===== src/rtl/mpr_pkg.sv =====
package mpr_pkg;

    localparam int unsigned OFF_W  = 12;
    localparam int unsigned DATA_W = 32;
    localparam int unsigned RID_W  = 4;

    localparam logic [OFF_W-1:0] OFF_TYPE   = 12'hD90;
    localparam logic [OFF_W-1:0] OFF_CTRL   = 12'hD94;
    localparam logic [OFF_W-1:0] OFF_RNR    = 12'hD98;
    localparam logic [OFF_W-1:0] OFF_BASE0  = 12'hD9C;
    localparam logic [OFF_W-1:0] OFF_ATTR0  = 12'hDA0;
    localparam logic [OFF_W-1:0] OFF_MAIR0  = 12'hDC0;
    localparam logic [OFF_W-1:0] OFF_MAIR1  = 12'hDC4;

    localparam logic [DATA_W-1:0] BASE_KEEP   = 32'hFFFF_FFE0;
    localparam logic [15:0]       SIZE_KEEP   = 16'hFF3F;
    localparam logic [15:0]       ACCESS_KEEP = 16'h173F;
    localparam int unsigned       CTRL_W      = 3;

    typedef enum logic [2:0] {
        K_NONE,
        K_TYPE,
        K_CTRL,
        K_RNR,
        K_BASE,
        K_ATTR,
        K_MAIR0,
        K_MAIR1
    } target_e;

endpackage


===== src/rtl/mpr_decode.sv =====
module mpr_decode
    import mpr_pkg::*;
(
    input  logic [OFF_W-1:0] offset,
    input  logic             new_mode,
    input  logic [RID_W-1:0] rnr,
    output target_e          kind,
    output logic [1:0]       alias_idx,
    output logic [RID_W-1:0] eff_region
);

    always_comb begin
        kind      = K_NONE;
        alias_idx = 2'd0;
        unique case (offset)
            OFF_TYPE:  kind = K_TYPE;
            OFF_CTRL:  kind = K_CTRL;
            OFF_RNR:   kind = K_RNR;
            12'hD9C:   begin kind = K_BASE; alias_idx = 2'd0; end
            12'hDA4:   begin kind = K_BASE; alias_idx = 2'd1; end
            12'hDAC:   begin kind = K_BASE; alias_idx = 2'd2; end
            12'hDB4:   begin kind = K_BASE; alias_idx = 2'd3; end
            12'hDA0:   begin kind = K_ATTR; alias_idx = 2'd0; end
            12'hDA8:   begin kind = K_ATTR; alias_idx = 2'd1; end
            12'hDB0:   begin kind = K_ATTR; alias_idx = 2'd2; end
            12'hDB8:   begin kind = K_ATTR; alias_idx = 2'd3; end
            OFF_MAIR0: kind = new_mode ? K_MAIR0 : K_NONE;
            OFF_MAIR1: kind = new_mode ? K_MAIR1 : K_NONE;
            default:   kind = K_NONE;
        endcase
    end

    // Newer layout: the alias replaces the two low bits of the region number.
    assign eff_region = new_mode ? {rnr[RID_W-1:2], alias_idx} : rnr;

endmodule


===== src/rtl/mpr_region_bank.sv =====
module mpr_region_bank
    import mpr_pkg::*;
#(
    parameter int unsigned NUM_REGIONS = 8
) (
    input  logic              clk,
    input  logic              rst_n,
    input  logic              wr_base,
    input  logic              wr_attr,
    input  logic [RID_W-1:0]  wr_idx,
    input  logic [DATA_W-1:0] base_in,
    input  logic [DATA_W-1:0] attr_in,
    input  logic [RID_W-1:0]  rd_idx,
    output logic [DATA_W-1:0] base_out,
    output logic [DATA_W-1:0] attr_out
);

    logic [DATA_W-1:0] base_q [NUM_REGIONS];
    logic [DATA_W-1:0] attr_q [NUM_REGIONS];

    for (genvar g = 0; g < NUM_REGIONS; g++) begin : g_region
        localparam logic [RID_W-1:0] MY_IDX = RID_W'(g);
        always_ff @(posedge clk) begin
            if (!rst_n) begin
                base_q[g] <= '0;
                attr_q[g] <= '0;
            end else begin
                if (wr_base && wr_idx == MY_IDX) base_q[g] <= base_in;
                if (wr_attr && wr_idx == MY_IDX) attr_q[g] <= attr_in;
            end
        end
    end

    // An index with no implemented region reads zero.
    always_comb begin
        base_out = '0;
        attr_out = '0;
        for (int i = 0; i < NUM_REGIONS; i++) begin
            if (rd_idx == RID_W'(i)) begin
                base_out = base_q[i];
                attr_out = attr_q[i];
            end
        end
    end

endmodule


===== src/rtl/mpr_regfile.sv =====
module mpr_regfile
    import mpr_pkg::*;
#(
    parameter int unsigned NUM_REGIONS = 8
) (
    input  logic              clk,
    input  logic              rst_n,
    input  logic              new_mode,
    input  logic              wr_en,
    input  logic              rd_en,
    input  logic [11:0]       offset,
    input  logic [31:0]       wdata,
    output logic [31:0]       rdata,
    output logic [3:0]        cur_region
);

    localparam logic [DATA_W-1:0] REGION_LIMIT = DATA_W'(NUM_REGIONS);
    localparam logic [DATA_W-1:0] TYPE_WORD    = DATA_W'(NUM_REGIONS) << 8;
    localparam bit                MAIR_WRITABLE = (NUM_REGIONS > 0);

    logic [RID_W-1:0]  rnr_q;
    logic [CTRL_W-1:0] ctrl_q;
    logic [DATA_W-1:0] mair0_q, mair1_q;
    logic [DATA_W-1:0] rdata_q;

    target_e           kind;
    logic [1:0]        alias_idx;
    logic [RID_W-1:0]  eff_region;

    mpr_decode u_decode (
        .offset     (offset),
        .new_mode   (new_mode),
        .rnr        (rnr_q),
        .kind       (kind),
        .alias_idx  (alias_idx),
        .eff_region (eff_region)
    );

    // Write target selection
    logic              legacy_redirect;
    logic [RID_W-1:0]  wr_idx;
    logic              wr_idx_ok;
    logic              wr_base, wr_attr, wr_rnr;
    logic [RID_W-1:0]  rnr_next;
    logic [DATA_W-1:0] base_in, attr_in;

    always_comb begin
        legacy_redirect = !new_mode && kind == K_BASE && wdata[4];
        wr_idx    = legacy_redirect ? wdata[RID_W-1:0] : eff_region;
        wr_idx_ok = {28'd0, wr_idx} < REGION_LIMIT;
        wr_base   = wr_en && kind == K_BASE && wr_idx_ok;
        wr_attr   = wr_en && kind == K_ATTR && wr_idx_ok;
        wr_rnr    = 1'b0;
        rnr_next  = rnr_q;
        if (wr_en && kind == K_RNR && wdata < REGION_LIMIT) begin
            wr_rnr   = 1'b1;
            rnr_next = wdata[RID_W-1:0];
        end else if (wr_en && legacy_redirect && wr_idx_ok) begin
            wr_rnr   = 1'b1;
            rnr_next = wdata[RID_W-1:0];
        end
        base_in = new_mode ? wdata : (wdata & BASE_KEEP);
        attr_in = new_mode ? wdata
                           : {wdata[31:16] & ACCESS_KEEP, wdata[15:0] & SIZE_KEEP};
    end

    logic [DATA_W-1:0] bank_base, bank_attr;

    mpr_region_bank #(.NUM_REGIONS(NUM_REGIONS)) u_bank (
        .clk      (clk),
        .rst_n    (rst_n),
        .wr_base  (wr_base),
        .wr_attr  (wr_attr),
        .wr_idx   (wr_idx),
        .base_in  (base_in),
        .attr_in  (attr_in),
        .rd_idx   (eff_region),
        .base_out (bank_base),
        .attr_out (bank_attr)
    );

    // State registers
    always_ff @(posedge clk) begin
        if (!rst_n) begin
            rnr_q   <= '0;
            ctrl_q  <= '0;
            mair0_q <= '0;
            mair1_q <= '0;
        end else begin
            if (wr_rnr) rnr_q <= rnr_next;
            if (wr_en && kind == K_CTRL) ctrl_q <= wdata[CTRL_W-1:0];
            if (wr_en && kind == K_MAIR0 && MAIR_WRITABLE) mair0_q <= wdata;
            if (wr_en && kind == K_MAIR1 && MAIR_WRITABLE) mair1_q <= wdata;
        end
    end

    // Read source selection
    logic              rd_idx_ok;
    logic [DATA_W-1:0] rd_next;

    always_comb begin
        rd_idx_ok = {28'd0, eff_region} < REGION_LIMIT;
        rd_next   = '0;
        unique case (kind)
            K_TYPE:  rd_next = TYPE_WORD;
            K_CTRL:  rd_next = {{(DATA_W-CTRL_W){1'b0}}, ctrl_q};
            K_RNR:   rd_next = {28'd0, rnr_q};
            K_BASE:  if (rd_idx_ok)
                         rd_next = new_mode ? bank_base : (bank_base | {28'd0, eff_region});
            K_ATTR:  if (rd_idx_ok) rd_next = bank_attr;
            K_MAIR0: rd_next = mair0_q;
            K_MAIR1: rd_next = mair1_q;
            default: rd_next = '0;
        endcase
    end

    always_ff @(posedge clk) begin
        if (!rst_n)     rdata_q <= '0;
        else if (rd_en) rdata_q <= rd_next;
    end

    assign rdata      = rdata_q;
    assign cur_region = rnr_q;

    // Checks
    a_r2_rnr_in_range: assert property (@(posedge clk) disable iff (!rst_n)
        {28'd0, cur_region} < REGION_LIMIT);

    a_r2_big_rnr_ignored: assert property (@(posedge clk) disable iff (!rst_n)
        (wr_en && offset == OFF_RNR && wdata >= REGION_LIMIT) |=> $stable(cur_region));

    a_r9_type_word: assert property (@(posedge clk) disable iff (!rst_n)
        (rd_en && offset == OFF_TYPE) |=> rdata == TYPE_WORD);

    a_r6_attr_mask: assert property (@(posedge clk) disable iff (!rst_n)
        (rd_en && !new_mode && kind == K_ATTR) |=> (rdata & ~32'h173F_FF3F) == 32'd0);

    a_r5_base_region_or: assert property (@(posedge clk) disable iff (!rst_n)
        (rd_en && !new_mode && kind == K_BASE) |=>
            (rdata[3:0] & $past(cur_region)) == $past(cur_region));

    a_r10_mair_legacy_zero: assert property (@(posedge clk) disable iff (!rst_n)
        (rd_en && !new_mode && (offset == OFF_MAIR0 || offset == OFF_MAIR1)) |=> rdata == 32'd0);

    a_r11_hold: assert property (@(posedge clk) disable iff (!rst_n)
        (!rd_en && !$past(rd_en)) |=> $stable(rdata));

    a_r8_ctrl_bits: assert property (@(posedge clk) disable iff (!rst_n)
        (rd_en && offset == OFF_CTRL) |=> rdata[31:3] == 29'd0);

endmodule


===== config.mk =====
export PLATFORM = sky130hd
export DESIGN_NAME = mpr_regfile
export DESIGN_NICKNAME = d
export VERILOG_FILES = /design/src/rtl/mpr_pkg.sv /design/src/rtl/mpr_decode.sv /design/src/rtl/mpr_region_bank.sv /design/src/rtl/mpr_regfile.sv
export SDC_FILE = /design/constraint.sdc
export NUM_CORES = 1
export LEC_CHECK = 0
export ABC_AREA = 1
export BUFFER_PORTS_ARGS = -buffer_cell sky130_fd_sc_hd__buf_2
export CORE_ASPECT_RATIO = 0.5
export CORE_MARGIN = 5
export CORE_UTILIZATION = 60
export CTS_BUF_LIST = sky130_fd_sc_hd__clkbuf_16
export DETAILED_ROUTE_END_ITERATION = 7
export HOLD_SLACK_MARGIN = 0.03
export PLACE_DENSITY = 0.73
export SYNTH_ARGS = -nofsm -noshare
export SYNTH_HDL_FRONTEND = slang
export SYNTH_HIERARCHICAL = 1
export SYNTH_SLANG_ARGS = --single-unit

===== constraint.sdc =====
create_clock -name clk -period 9.03 [get_ports clk]
set_clock_uncertainty 0.1 [all_clocks]
set_input_delay 0.903 -clock clk [delete_from_list [all_inputs] [get_ports clk]]
set_output_delay 0.903 -clock clk [all_outputs]
set_load 0.02 [all_outputs]

# Word level (Yosys, flattened, before mapping)
# Memory sizes are Yosys's and may differ from the RTL's.
# Cells that the tools add are included.
classes:
  bitwise: 17
  muxes: 97
  eq_ne: 34
  order_cmp: 3
  reduce_logical: 39
op_table:
  columns: ["cell", "n"]
  rows:
  - ["two-way mux 32 bit", 36]
  - ["case mux 32 bit (7 select lines)", 1]
  - ["equality test 12 bit (second input constant)", 13]
  - ["two-way mux 1 bit", 51]
  - ["equality test 4 x 3 -> 1 bit (second input constant)", 8]
  - ["< comparator 32 x 4 -> 1 bit (second input constant)", 1]
  - ["bitwise OR 32 x 4 -> 32 bit", 1]
  - ["logical AND 1 bit", 29]
  - ["case mux 3 bit (7 select lines)", 1]
  - ["equality test 4 x 2 -> 1 bit (second input constant)", 4]
  - ["bitwise OR 1 bit", 16]
  - ["equality test 3 bit (second input constant)", 4]
  - ["two-way mux 4 bit", 3]
  - ["equality test 4 x 1 -> 1 bit (second input constant)", 2]
  - ["zero test 4 bit", 2]
  - ["< comparator 4 bit (second input constant)", 2]
  - ["OR reduction 4 bit", 2]
  - ["equality test 3 x 2 -> 1 bit (second input constant)", 2]
  - ["two-way mux 3 bit", 2]
  - ["case mux 2 bit (3 select lines)", 1]
  - ["OR reduction 2 bit", 3]
  - ["two-way mux 5 bit", 1]
  - ["equality test 3 x 1 -> 1 bit (second input constant)", 1]
  - ["two-way mux 2 bit", 1]
  - ["other kinds (3)", 3]
totals:
  memories: 2
  word_cells: 197
  ramBits: 512
  register_bits: 103
  inputBits: 49
memory_table:
  columns: ["name", "depth", "word_bits", "read_ports", "rd_clocked_by_memory_dff", "write_ports", "line", "text"]
  rows:
  - ["u_bank.attr_q", 8, 32, 8, 0, 8, "mpr_region_bank.sv:19", "logic [DATA_W-1:0] attr_q [NUM_REGIONS];"]
  - ["u_bank.base_q", 8, 32, 8, 0, 8, "mpr_region_bank.sv:18", "logic [DATA_W-1:0] base_q [NUM_REGIONS];"]

# Logic depth before layout (Yosys ltp)
logic_depth:
  ltp_word: 17
  ltp_mapped: 22
  ltp_nobuf: 19

# By module
# The synthesis kept the hierarchy.
modules_own_cells:
  columns: ["module", "instances", "area_per_inst_um2", "cells_per_inst", "seq_area_each_um2"]
  rows:
  - ["mpr_region_bank", 1, 22087.4, 2077, 15374.7]
  - ["mpr_regfile", 1, 4842.1, 722, 2062.0]
  - ["mpr_decode", 1, 376.6, 68, 0.0]

# Worst setup path before layout
# Ideal clock, no wire load.
synth_timing:
  path_kind: "in2reg"
  start: "input offset[9]"
  end: "memory u_bank.attr_q[0][0] (enable)"
  path_buffers: 4
  required_ns: 8.541
  setup_ns: 0.389
  path_stages: 19
  t_arrival_ns: 3.668
  setup_slack_ns: 4.873
  cell_sequence: "inv_1 nand2_2 nor2_4 buf_6 nand2_2 nor3_2 nor2_1 nand3_1 nand3_2 inv_2 buf_6 nand3_1 nand2_1 inv_1 nor3_1 clkbuf_1 clkbuf_1 nand3_1 nand2_1"
synth_lines:
  columns: ["item", "line", "text"]
  rows:
  - ["from (decl)", "mpr_regfile.sv:11", "input logic [11:0] offset,"]
  - ["to (decl)", "mpr_region_bank.sv:19", null]

==> impl.org <==
** Timing
- Number of hold violations in the final report :: 0
- Worst setup margin :: about 4200 ps
- Post-route fraction of the period consumed by the critical path :: between 50% and 60%
- Slew margin rel. :: 30.7%
- RSZ-0062 raised after global routing :: no
- Achievable Freq :: slightly above 0.2 GHz
- Adding up every negative setup slack in the final design gives 0 ps.
- Min Tclk post-route :: around 4800 ps
- Setup violations remaining at the end of the flow were counted as 0.
- The max-slew violation total from the final report was 0.
- At the pin with the least slew margin, the transition time is roughly 1000 ps.

** Power and ir drop
- Areal power density over the cells :: 188 mW/mm2
- The worst-case IR drop observed on VDD is 158 uV.
- Switching fraction of total power :: between 20% and 30%
- The internal power of the cells totals approximately 4.4 mW.
- Summed over all cells, the static leakage comes to 11.5 nW.
- Power spent charging and discharging nets :: between 1 and 1.5 mW
- Design Power :: 5.60 mW
- Part of the total power dissipated in the clock network :: 39.6%
- Reg power frac :: between 50% and 60%
- Comb pwr share :: approximately 4.0%

** Routing
- Routed wire length per instance :: roughly 24 um
- Remaining routing DRC violations :: 0
- After detailed routing, the number of vias per cell comes to between 6 and 7.
- First-pass DRT Iterations :: 6
- After detailed routing, the total wire length is between 80 and 90 mm.
- The first routing iteration left 2937 violations.
- Total via count in the routed design :: about 22k
- ANT nets after route :: 0

** Die
- Core area :: between 0.04 and 0.05 mm2
- Die area :: between 0.05 and 0.06 mm2
- After floorplanning, the core was divided into between 50 and 60 placement rows.
- The initial utilization of the core area, before any placement, comes to 60.5%.
- Die span in x :: 312 um
- Vertical die dimension :: 161 um
- In this run the count of I/O pins placed on the die edge is between 80 and 90.

** Layout
- Number of inserted diodes :: 0
- The post-route netlist has 9.10% of its cells at a drive strength greater than 1.
- Nets :: 2928
- Counting the fill cells in the layout gives between 3k and 4k.
- Area added between synthesis and finish :: 9.01%
- The sequential cells in the finished layout cover a total of between 0.015 and 0.02 mm2.
- In the final layout, the multi-input gates occupy between 0.008 and 0.009 mm2.

** Clock network
- Clock-pin slew was measured on the worst setup and hold paths at ~70 ps.
- Number of post-CTS setup repair buffers :: 0
- # hold bufs at CTS :: 0
- CTS tree :: done
- Total number of clock tree sinks :: between 600 and 700
- Gates resized during post-CTS repair numbered 0.
- In this run the deepest clock path goes through 3 buffers.
- Library cell used as clock root buffer :: sky130_fd_sc_hd__clkbuf_16
- Buffers inserted during clock tree synthesis total between 50 and 60.
- At the later pin of the worst-skew pair, clock insertion delay measures about 590 ps.
- In this run the number of H-tree levels came out at 2.

** Placement
- Routability cong. :: 0.889
- Place WS :: around 3800 ps
- Count of input and output buffers :: 84
- The wire-length estimate of the detail-placed layout is ~49 mm.

** Logic synthesis
- Average cell area after synthesis :: 9.53 um2
- Synthesis produced roughly 2.9k cells.
- Mapped Nets :: between 2k and 3k
- Summing every instance area after synthesis gives 0.0273 mm2.
- Yosys printed 6 warnings.

** Worst setup path
- The most critical setup path has its startpoint at offset[9].
- Start-to-end type of the worst setup path :: primary input to flip-flop
- Crit Path Max Fanout :: 31
- In this design, the critical path's most frequently occurring cell is sky130_fd_sc_hd__nand2_1.
- In this run the critical register-to-register path is captured at rdata[2]$_SDFFE_PN0P_.
- The number of cells on the worst reg-to-reg path is 15.
- Sort of element at the end of the critical path :: flip-flop
- On the worst path, the slowest cell contributes a delay of about 640 ps.
- Reg2reg setup slack :: between 4000 and 5000 ps
- At the worst endpoint, the required time is 9160 ps.
- Among all stages on the critical path, the largest delay is contributed by sky130_fd_sc_hd__inv_2.
- Traced cell by cell, the critical path runs through buf_2, inv_1, nand2_2, nor2_4, nand3_2, nor2_1, nor2_1, nand3_1, nand3_2, inv_2, nand2_1, inv_1, nand2_1, nand2_1, inv_2, nor2_2, inv_2, nor3_2, nand2_1, nand2_1, buf_4.
- The critical path ends at u_bank/attr_q[1][93]$_SDFFCE_PN0P_.
- Signal arrival time at the worst endpoint :: between 4000 and 5000 ps
- Critical path startpoint category :: primary input
- In this run the critical register-to-register path is launched from cur_region[0]$_SDFFE_PN0P_.

** GRT
- Antenna violations before repair :: 3
- Entering global routing, the biggest net connects 97 pins.
- Total routing usage reported by global routing :: between 30% and 40%
- Via count of the first global-routing pass :: slightly above 20k
- For this run the aggregate overflow at the end of global routing stands at 0.
- First-pass GRT wire length :: around 130 mm

** Run status
- Run status :: complete, no violations

** Worst hold path
- Worst min path class :: flip-flop to flip-flop

** Run
- Max-cap violations in this run came to 0.
placed cells by master (no fill, tap or decap):
cell type                    instances
sky130_fd_sc_hd__a21oi_1           134
sky130_fd_sc_hd__a31oi_1             1
sky130_fd_sc_hd__and2_0              1
sky130_fd_sc_hd__and2_1              1
sky130_fd_sc_hd__buf_2              84
sky130_fd_sc_hd__buf_4              57
sky130_fd_sc_hd__bufinv_16           4
sky130_fd_sc_hd__clkbuf_16          54
sky130_fd_sc_hd__clkinv_1            7
sky130_fd_sc_hd__clkinv_2           11
sky130_fd_sc_hd__clkinv_8            1
sky130_fd_sc_hd__clkinvlp_4          1
sky130_fd_sc_hd__dfxtp_1           103
sky130_fd_sc_hd__edfxtp_1          512
sky130_fd_sc_hd__inv_1             251
sky130_fd_sc_hd__inv_2              18
sky130_fd_sc_hd__nand2_1           400
sky130_fd_sc_hd__nand2_2             9
sky130_fd_sc_hd__nand3_1           293
sky130_fd_sc_hd__nand3_2             8
sky130_fd_sc_hd__nand4_1           137
sky130_fd_sc_hd__nor2_1            674
sky130_fd_sc_hd__nor2_2              4
sky130_fd_sc_hd__nor2_4             10
sky130_fd_sc_hd__nor3_1              5
sky130_fd_sc_hd__nor3_2              3
sky130_fd_sc_hd__nor3_4              2
sky130_fd_sc_hd__o2111ai_1           1
sky130_fd_sc_hd__o211ai_1            3
sky130_fd_sc_hd__o21ai_0            73
sky130_fd_sc_hd__o21ai_1            47
sky130_fd_sc_hd__o22ai_1            14
power by group through the flow:
stage | sequential, mW | combinational [mW] | clock (mW)
after global routing | 3.16 | 0.235 | 2.35
after global placement | 3.22 | 0.212 | 0
after CTS | 3.16 | 0.216 | 2.23
after detailed placement | 3.22 | 0.214 | 0
after floorplan | 3.22 | 0.110 | 0
final | 3.16 | 0.223 | 2.22
stage by stage:
stage	area [um2]	utilization, %	hold WS [ps]	instances
after floorplan	27300	-	325	2863
after global placement	28100	62.3	336	3422
after detailed placement	28100	62.3	341	3422
after CTS	29700	66.0	350	3521
after global routing	29700	66.0	365	3521
final	29700	66.0	351	3521
metal layers:
metal | GRT usage, % | up-vias | share of wire, %
li1 | - | 9671 | -
met1 | 46.4 | 10300 | 38
met2 | 48.9 | 1463 | 42
met3 | 10.3 | 230 | 15
met4 | 11.0 | 6 | 3.6
met5 | 0 | - | 0.041
worst max-delay path, delay by kind of cell:
| family | cells | cell delay [ps] |
|---|---|---|
| simple gates | 14 | 2490 |
| buf+inv | 7 | 1550 |
worst min-delay path by stage:
| stage | cells past startpoint | to | from |
|---|---|---|---|
| 3_5_place_dp | 2 | mair0_q[13]$_SDFFE_PN0P_ | mair0_q[13]$_SDFFE_PN0P_ |
| 6_report | 2 | mair0_q[13]$_SDFFE_PN0P_ | mair0_q[13]$_SDFFE_PN0P_ |
| 4_1_cts | 2 | mair0_q[13]$_SDFFE_PN0P_ | mair0_q[13]$_SDFFE_PN0P_ |
| 3_3_place_gp | 2 | mair0_q[4]$_SDFFE_PN0P_ | mair0_q[4]$_SDFFE_PN0P_ |
| 5_1_grt | 2 | mair0_q[9]$_SDFFE_PN0P_ | mair0_q[9]$_SDFFE_PN0P_ |
| 2_1_floorplan | 2 | ctrl_q[2]$_SDFFE_PN0P_ | ctrl_q[2]$_SDFFE_PN0P_ |
flip-flops by register name, summed over array words and instances, names as in the netlist:
name	cells
rdata	32
mair1_q	32
u_bank/base_q	256
ctrl_q	3
u_bank/attr_q	256
mair0_q	32
cur_region	4
layout make-up:
class | instances | share of cell area [%]
Sequential cell | 615 | 58.6
Timing Repair Buffer | 141 | 2.85
Tap cell | 598 | 2.52
Multi-Input combinational cell | 1820 | 27.3
Clock buffer | 54 | 4.54
Inverter | 248 | 3.13
Clock inverter | 45 | 1.02
No activity file was read; power rests on OpenSTA's default activity.
